File: config.mk
export PLATFORM = sky130hd
export DESIGN_NAME = buf_read_streamer
export DESIGN_NICKNAME = d
export VERILOG_FILES = /design/src/rtl/rs_pkg.sv /design/src/rtl/rs_walker.sv /design/src/rtl/rs_dest_decode.sv /design/src/rtl/rs_route.sv /design/src/rtl/buf_read_streamer.sv
export SDC_FILE = /design/constraint.sdc
export NUM_CORES = 1
export LEC_CHECK = 0
export CORE_AREA = 4 4 83 85
export CTS_CLUSTER_DIAMETER = 120
export CTS_CLUSTER_SIZE = 24
export DETAILED_ROUTE_END_ITERATION = 10
export DIE_AREA = 0 0 87 89
export GPL_TIMING_DRIVEN = 1
export PLACE_DENSITY = 0.84
export SYNTH_ARGS = -nofsm -noshare
export SYNTH_HDL_FRONTEND = slang
export SYNTH_SLANG_ARGS = --single-unit
File: constraint.sdc
create_clock -name clk -period 4.2 [get_ports clk]
set_input_delay 0.84 -clock clk [delete_from_list [all_inputs] [get_ports clk]]
set_output_delay 0.84 -clock clk [all_outputs]
set_load 0.03 [all_outputs]
File: src/rtl/rs_pkg.sv
package rs_pkg;

    localparam int NUM_PORTS = 6;

    typedef enum logic [1:0] {
        PH_IDLE  = 2'd0,
        PH_ISSUE = 2'd1,
        PH_DRAIN = 2'd2
    } rs_phase_e;

    // destination code served by consumer port index p (0 = left input)
    function automatic logic [2:0] port_code(input int p);
        return (p == 0) ? 3'd0 : 3'(p + 1);
    endfunction

endpackage

File: src/rtl/rs_walker.sv
module rs_walker #(
    parameter int ADDR_W = 8,
    parameter int ROW_W  = 4,
    parameter int COL_W  = 4
) (
    input  logic [ADDR_W-1:0] addr_i,
    input  logic [ROW_W-1:0]  row_i,
    input  logic [ROW_W-1:0]  rows_i,
    input  logic [COL_W-1:0]  col_i,
    input  logic [COL_W-1:0]  cols_i,
    output logic [ADDR_W-1:0] addr_o,
    output logic [ROW_W-1:0]  row_o,
    output logic [COL_W-1:0]  col_o,
    output logic              last_o
);
    logic row_end;
    logic col_end;

    always_comb begin
        col_end = (col_i == cols_i - COL_W'(1));
        row_end = (row_i == rows_i - ROW_W'(1));
        last_o  = col_end && row_end;
        addr_o  = addr_i + ADDR_W'(1);
        if (col_end) begin
            col_o = '0;
            row_o = row_i + ROW_W'(1);
        end else begin
            col_o = col_i + COL_W'(1);
            row_o = row_i;
        end
    end
endmodule

File: src/rtl/rs_dest_decode.sv
module rs_dest_decode
    import rs_pkg::*;
(
    input  logic [2:0]           code_i,
    output logic [NUM_PORTS-1:0] hot_o
);
    for (genvar p = 0; p < NUM_PORTS; p++) begin : g_port
        assign hot_o[p] = (code_i == port_code(p));
    end
endmodule

File: src/rtl/rs_route.sv
module rs_route
    import rs_pkg::*;
#(
    parameter int DATA_W = 16
) (
    input  logic                              vld_i,
    input  logic [DATA_W-1:0]                 data_i,
    input  logic [NUM_PORTS-1:0]              hot_i,
    output logic [NUM_PORTS-1:0]              vld_o,
    output logic [NUM_PORTS-1:0][DATA_W-1:0]  data_o
);
    for (genvar p = 0; p < NUM_PORTS; p++) begin : g_port
        assign vld_o[p]  = vld_i & hot_i[p];
        assign data_o[p] = hot_i[p] ? data_i : '0;
    end
endmodule

File: src/rtl/buf_read_streamer.sv
module buf_read_streamer
    import rs_pkg::*;
#(
    parameter int ADDR_W = 8,
    parameter int DATA_W = 16,
    parameter int ROW_W  = 4,
    parameter int COL_W  = 4
) (
    input  logic              clk,
    input  logic              rst_n,
    input  logic              start_i,
    input  logic [ADDR_W-1:0] base_addr_i,
    input  logic [ROW_W-1:0]  rows_i,
    input  logic [COL_W-1:0]  cols_i,
    input  logic [2:0]        dest_i,
    output logic              mem_rd_o,
    output logic [ADDR_W-1:0] mem_addr_o,
    input  logic [DATA_W-1:0] mem_data_i,
    output logic              busy_o,
    output logic              done_o,
    output logic              left_valid_o,
    output logic [DATA_W-1:0] left_data_o,
    output logic              bias_valid_o,
    output logic [DATA_W-1:0] bias_data_o,
    output logic              target_valid_o,
    output logic [DATA_W-1:0] target_data_o,
    output logic              deriv_valid_o,
    output logic [DATA_W-1:0] deriv_data_o,
    output logic              bupd_valid_o,
    output logic [DATA_W-1:0] bupd_data_o,
    output logic              wupd_valid_o,
    output logic [DATA_W-1:0] wupd_data_o
);
    typedef struct packed {
        rs_phase_e         phase;
        logic [ADDR_W-1:0] addr;
        logic [ROW_W-1:0]  row;
        logic [ROW_W-1:0]  rows;
        logic [COL_W-1:0]  col;
        logic [COL_W-1:0]  cols;
        logic [2:0]        dest;
        logic              vld;
        logic              done;
    } st_t;

    st_t st_d, st_q;

    logic [ADDR_W-1:0] nxt_addr;
    logic [ROW_W-1:0]  nxt_row;
    logic [COL_W-1:0]  nxt_col;
    logic              at_last;

    logic [NUM_PORTS-1:0]             hot;
    logic [NUM_PORTS-1:0]             vld_vec;
    logic [NUM_PORTS-1:0][DATA_W-1:0] dat_vec;

    rs_walker #(.ADDR_W(ADDR_W), .ROW_W(ROW_W), .COL_W(COL_W)) u_walk (
        .addr_i (st_q.addr),
        .row_i  (st_q.row),
        .rows_i (st_q.rows),
        .col_i  (st_q.col),
        .cols_i (st_q.cols),
        .addr_o (nxt_addr),
        .row_o  (nxt_row),
        .col_o  (nxt_col),
        .last_o (at_last)
    );

    always_comb begin
        st_d      = st_q;
        st_d.vld  = 1'b0;
        st_d.done = 1'b0;
        case (st_q.phase)
            PH_IDLE: begin
                if (start_i) begin
                    if (rows_i == '0 || cols_i == '0) begin
                        st_d.done = 1'b1;
                    end else begin
                        st_d.phase = PH_ISSUE;
                        st_d.addr  = base_addr_i;
                        st_d.row   = '0;
                        st_d.col   = '0;
                        st_d.rows  = rows_i;
                        st_d.cols  = cols_i;
                        st_d.dest  = dest_i;
                    end
                end
            end
            PH_ISSUE: begin
                st_d.vld  = 1'b1;
                st_d.addr = nxt_addr;
                st_d.row  = nxt_row;
                st_d.col  = nxt_col;
                if (at_last) begin
                    st_d.phase = PH_DRAIN;
                end
            end
            PH_DRAIN: begin
                st_d.phase = PH_IDLE;
                st_d.done  = 1'b1;
            end
            default: begin
                st_d.phase = PH_IDLE;
            end
        endcase
    end

    always_ff @(posedge clk) begin
        if (!rst_n) begin
            st_q <= '{phase: PH_IDLE, default: '0};
        end else begin
            st_q <= st_d;
        end
    end

    rs_dest_decode u_dec (
        .code_i (st_q.dest),
        .hot_o  (hot)
    );

    rs_route #(.DATA_W(DATA_W)) u_route (
        .vld_i  (st_q.vld),
        .data_i (mem_data_i),
        .hot_i  (hot),
        .vld_o  (vld_vec),
        .data_o (dat_vec)
    );

    assign mem_rd_o   = (st_q.phase == PH_ISSUE);
    assign mem_addr_o = st_q.addr;
    assign busy_o     = (st_q.phase != PH_IDLE);
    assign done_o     = st_q.done;

    assign left_valid_o   = vld_vec[0];
    assign left_data_o    = dat_vec[0];
    assign bias_valid_o   = vld_vec[1];
    assign bias_data_o    = dat_vec[1];
    assign target_valid_o = vld_vec[2];
    assign target_data_o  = dat_vec[2];
    assign deriv_valid_o  = vld_vec[3];
    assign deriv_data_o   = dat_vec[3];
    assign bupd_valid_o   = vld_vec[4];
    assign bupd_data_o    = dat_vec[4];
    assign wupd_valid_o   = vld_vec[5];
    assign wupd_data_o    = dat_vec[5];
endmodule

## Word-level counts from Yosys, hierarchy flattened

Index checks and enable logic that the tools add are counted.

- Add/sub/neg operators: 5
- Magnitude comparators: 0
- Div/mod/pow operators: 0
- Mux-type cells: 18
- Equality and inequality tests: 13
- Bitwise operators: 7
- Reduce and logical (&&, ||, !) cells: 12
- $mul: 0
- Shift operators: 0

Operators with widths:

| cell | count |
|---|---|
| $mux W16 | 6 |
| $mux W29 | 2 |
| $pmux W12 S2 | 1 |
| $eq A3 B3 Y1 const B | 3 |
| $reduce_and A3 Y1 | 3 |
| $add A4 B1 Y4 const B | 2 |
| $add A8 B1 Y8 const B | 1 |
| $eq A4 B4 Y1 | 2 |
| $logic_not A4 Y1 | 2 |
| $mux W4 | 2 |
| $pmux W4 S2 | 1 |
| $sub A4 B1 Y4 const B | 2 |
| $and A1 B1 Y1 | 6 |
| $eq A3 B2 Y1 const B | 2 |
| $ne A2 B1 Y1 const B | 2 |
| $ne A2 B2 Y1 const B | 2 |
| $pmux W2 S2 | 1 |
| $reduce_and A4 Y1 | 1 |
| $reduce_bool A2 Y1 | 2 |
| $logic_not A3 Y1 | 1 |
| $mux W1 | 3 |
| $eq A2 B1 Y1 const B | 1 |
| $eq A2 B2 Y1 const B | 1 |
| $logic_not A2 Y1 | 1 |
| 5 further kinds | 5 |

- Logic and storage cells: 64
- Memory bits (read-only): 0
- Memories kept: 0
- Output and inout port bits: 113
- Bits in latches: 0
- Register bits: 31
- Input bits: 38
- RAM bits: 0

## Depth between registers and ports, before layout

- Word-level depth: 5
- Gate-level depth with buffers: 8
- Depth with buffers taken out: 7

## Modules after synthesis

From an unflattened synthesis, not the netlist that was laid out.

- Cells, all modules: 329
- Area, all modules: 2615.0 um^2

By module, submodules not included:

| module | area each (um^2) | seq. area each (um^2) | instances | cells an instance |
|---|---|---|---|---|
| buf_read_streamer | 1381.3 | 620.6 | 1 | 158 |
| rs_route | 749.5 | 0.0 | 1 | 108 |
| rs_walker | 434.2 | 0.0 | 1 | 57 |
| rs_dest_decode | 50.0 | 0.0 | 1 | 6 |

## Worst setup path after synthesis

OpenSTA, ideal clock, no wires.

- Path type: register -> output
- From: register st_q[4] (netlist bit)
- To: output deriv_data_o[10]
- Stages on the path, launching flop included: 4
- Path slack: 2012 ps
- Required time: 3360 ps
- Buffers on the path: 1
- Data arrival time: 1348 ps
- Path through: dfxtp_1 -> nor3b_1 -> clkbuf_1 -> and2_1

- Word-level cells in the longest chain between the ends: 2

RTL lines:

| what | line | text |
|---|---|---|
| from (decl) | buf_read_streamer.sv:46 | `st_t st_d, st_q;` |
| from (signal assigned) | buf_read_streamer.sv:112 | `st_q <= st_d;` |
| $eq A3 B3 Y1 | rs_dest_decode.sv:8 | `assign hot_o[p] = (code_i == port_code(p));` |
| $mux W16 | rs_route.sv:14 | `assign data_o[p] = hot_i[p] ? data_i : '0;` |
| to (decl) | buf_read_streamer.sv:28 | `output logic [DATA_W-1:0] deriv_data_o,` |

No other way between the ends.

## Worst setup path in the final report

- From: register st_q[4] (netlist bit)
- To: output deriv_data_o[4]

Same word-level chain as after synthesis.

==> results by group <==
Power and ir drop
  – Part of the power in registers: 34.8%
  – Clock Power Share: 28.1%
  – Max VDD drop: 0.2278 mV
  – Internal: 0.6154 mW
  – Pwr dens: 240.0 nW/um^2
  – Sw Ratio: 35.50%
  – Switching power: 0.3388 mW
  – Leakage: 1.527 nW
  – Final Total Pwr: 0.9542 mW
  – Logic pwr share: 37.0%

Clock network
  – H-tree levels: 2
  – CTS sink cnt: 31
  – Post-CTS sizing: 0
  – Root buf cell: clkbuf_8
  – CTS tree: done
  – Post-CTS Setup Bufs: 0
  – CTS Buffer Depth: 2
  – CTS buffer count: 5
  – CTS Hold Bufs: 0
  – Worst-Skew Late Latency: 290 ps
  – Worst-path clk slew: 70 ps

GRT
  – Largest net degree at the start of global routing: 28
  – Tot GR Track Use: 20.42%
  – Initial antenna violation count: 0
  – First-pass GRT wire length: 12.38 mm
  – Number of global-route vias before repair: 2,380
  – Total grt overflow: 0

Routing
  – Wire per inst: 16.24 microns
  – Drt first pass iters: 4
  – Final wirelength: 8.640 mm
  – Initial DRC Count: 134
  – Vias/cell: 5.130
  – Via count of the routed design: 2,729
  – Antenna Violating Nets Remaining: 0
  – DRC viols: 0

Setup path
  – Crit. End Element: output port
  – Crit path DAT: 2380 ps
  – Critical Path RT: 3360 ps
  – Critical R2R Launch: st_q[5]
  – R2R cell count: 7
  – RR Endpoint: st_q[17]
  – CP Class: reg -> out
  – R2r setup slk: 2030 ps
  – CP max-delay cell: nor3b_2
  – CP Cell Sequence: nor3b_2, and2_1, clkdlybuf4s50_1
  – Crit start category: register
  – Max incr delay on CP: 750 ps
  – Worst-path maximum fanout: 17

Synth
  – Average size of a mapped cell: 7.472 sq um
  – #FFs+latches synth: 31
  – Primary FF master, synth: dfxtp_1
  – FFs w/ async S/R, synth: 0%
  – Syn_nets: 362
  – Mapped Area: 2384 sq um
  – Synthesis warning total: 0
  – Sequential cell area fraction in the yosys report: 26.04%
  – Synth cell types: 43
  – Post-Syn Instances: 319
  – Number of synthesized flops with an enable pin: 0

Final layout
  – Antenna fix cells: 0
  – Final cell utilization of the core: 64.09%
  – Layout overhead on the synthesized area: 66.82%
  – Most common library cell in the layout ignoring fill and taps: clkdlybuf4s50_1
  – Share of layout cells above drive strength 1: 4.615%
  – Most frequent cells in the layout: clkdlybuf4s50_1 (150), and2_1 (104), nand2_1 (34)
  – Nets@finish: 497

STA
  – Max-slew violation count: 0
  – Unrepaired setup endpoints after global routing: false
  – Relative slew slack: 41.26%
  – Clk_skew: 5.932 ps
  – Min Tclk post-route: 3220 ps
  – Final setup violation count: 0
  – Fin crit share: 76.66%
  – Slew @ Worst Pin: 877.2 ps
  – Fin. Hold Viols: 0
  – Fmax: 0.3106 GHz
  – Final WS setup: 980.3 ps
  – Setup TNS: 0 ps

Run
  – Max-Cap Viols: 0

Min path
  – Worst Hold Class: reg -> reg
  – Hold depth: 2
  – Hold path endpoint: st_q[16]
  – Min-delay src: st_q[16]

Floorplanning
  – # IOs: 151
  – Die Wd: 87 microns
  – # rows: 29
  – Area of the core: 6205 sq um
  – Die area: 7743 sq um
  – Die Height: 89 microns
  – Initial Util: 38.42%

Placement
  – HPWL Detailed: 6.800 mm
  – RePlAce Congestion: 0.8851
  – Port-buffer cells: 150
  – Setup WS pre-CTS: 1044 ps

Outcome
  – Run status: complete, no violations
[power groups by stage]
stage / Combinational (mW) / Clock, mW / Sequential [mW]
3_5_place_dp: 0.354 / 0 / 0.339
2_1_floorplan: 0.213 / 0 / 0.332
6_report: 0.353 / 0.269 / 0.332
4_1_cts: 0.355 / 0.269 / 0.332
5_1_grt: 0.377 / 0.286 / 0.335
3_3_place_gp: 0.348 / 0 / 0.338
[Yosys cell counts (2+ instances only)]
cell,instances,share of area [%]
o31ai_1,2,0.63
or4_4,2,0.94
a31oi_1,4,1.0
dfxtp_1,31,26
buf_2,4,0.84
a32oi_1,2,0.74
xor2_1,5,1.8
nor3_1,6,1.3
a2bb2oi_1,2,0.74
and3b_1,2,0.74
a21o_1,2,0.63
nand4b_1,2,0.74
clkbuf_1,12,1.9
nor3b_1,2,0.63
a21oi_1,22,4.6
nor4_1,2,0.52
nand3_1,9,1.9
xnor2_1,9,3.3
o21ai_0,2,0.42
nand4_1,4,1.0
nor2_1,14,2.2
a22oi_1,3,0.94
a311oi_1,2,0.74
and2_1,104,27
or3_1,2,0.52
ha_1,5,2.6
buf_4,9,2.8
inv_1,6,0.94
nand2_1,34,5.4
[kinds of logic (layout without fill, tap and decap cells)]
logic type / after synthesis / count (layout) / share of synthesized area (%)
adders and majority gates: 5 / 5 / 2.625
DFF: 31 / 31 / 26.04
AOI/OAI and AO/OA: 45 / 45 / 12.07
and+or+nand+nor: 190 / 190 / 46.51
buffers and inverters: 33 / 169 / 7.139
xor gates and xnor gates: 14 / 14 / 5.144
muxes: 1 / 1 / 0.4724
[sequential cells by signal (all words and copies together) (netlist names)]
name and flops:
mem_addr_o 8, st_q 22, done_o 1
[metal layers]
| metal | global-route usage (%) | part of all wire [%] |
|---|---|---|
| met2 | 38.92 | 52 |
| met5 | 0 | 0 |
| met1 | 22.82 | 37 |
| met4 | 5.099 | 1.0 |
| met3 | 4.608 | 9.7 |
[worst max-delay path, delay by kind of cell, from the launching register on]
family	cells	cell delay, ps
AND/OR/NAND/NOR	2	980
flip-flops	1	410
buffers and inverters	1	690
[how the worst max path moves through the flow]
stage | start | endpoint | slack, ps
floorplan | st_q[4] | deriv_data_o[10] | 2010
global placement | mem_data_i[10] | wupd_data_o[10] | 1070
detailed placement | mem_data_i[10] | wupd_data_o[10] | 1040
CTS | st_q[4] | deriv_data_o[4] | 920
global route | st_q[4] | deriv_data_o[4] | 760
finish | st_q[4] | deriv_data_o[4] | 980
[final cells by class]
| class | instances | area (sq um) |
|---|---|---|
| well taps | 77 | 96.34 |
| fillers | 557 | 2228 |
| clock buffers | 7 | 96.34 |
| multi-input cells | 255 | 1598 |
| repair buffers | 154 | 1531 |
| clock inverters | 1 | 7.507 |
| inverters | 7 | 26.28 |
| flip-flops and latches | 31 | 620.6 |
[per-stage QoR]
step | hold WS [ps] | instance area [sq um] | instances
6_report | 471.0 | 3976 | 532
3_3_place_gp | 456.9 | 3872 | 524
3_5_place_dp | 461.2 | 3872 | 524
4_1_cts | 470.4 | 3976 | 532
5_1_grt | 492.2 | 3976 | 532
2_1_floorplan | 448.1 | 2384 | 319
(Power assumes the default switching activity.)
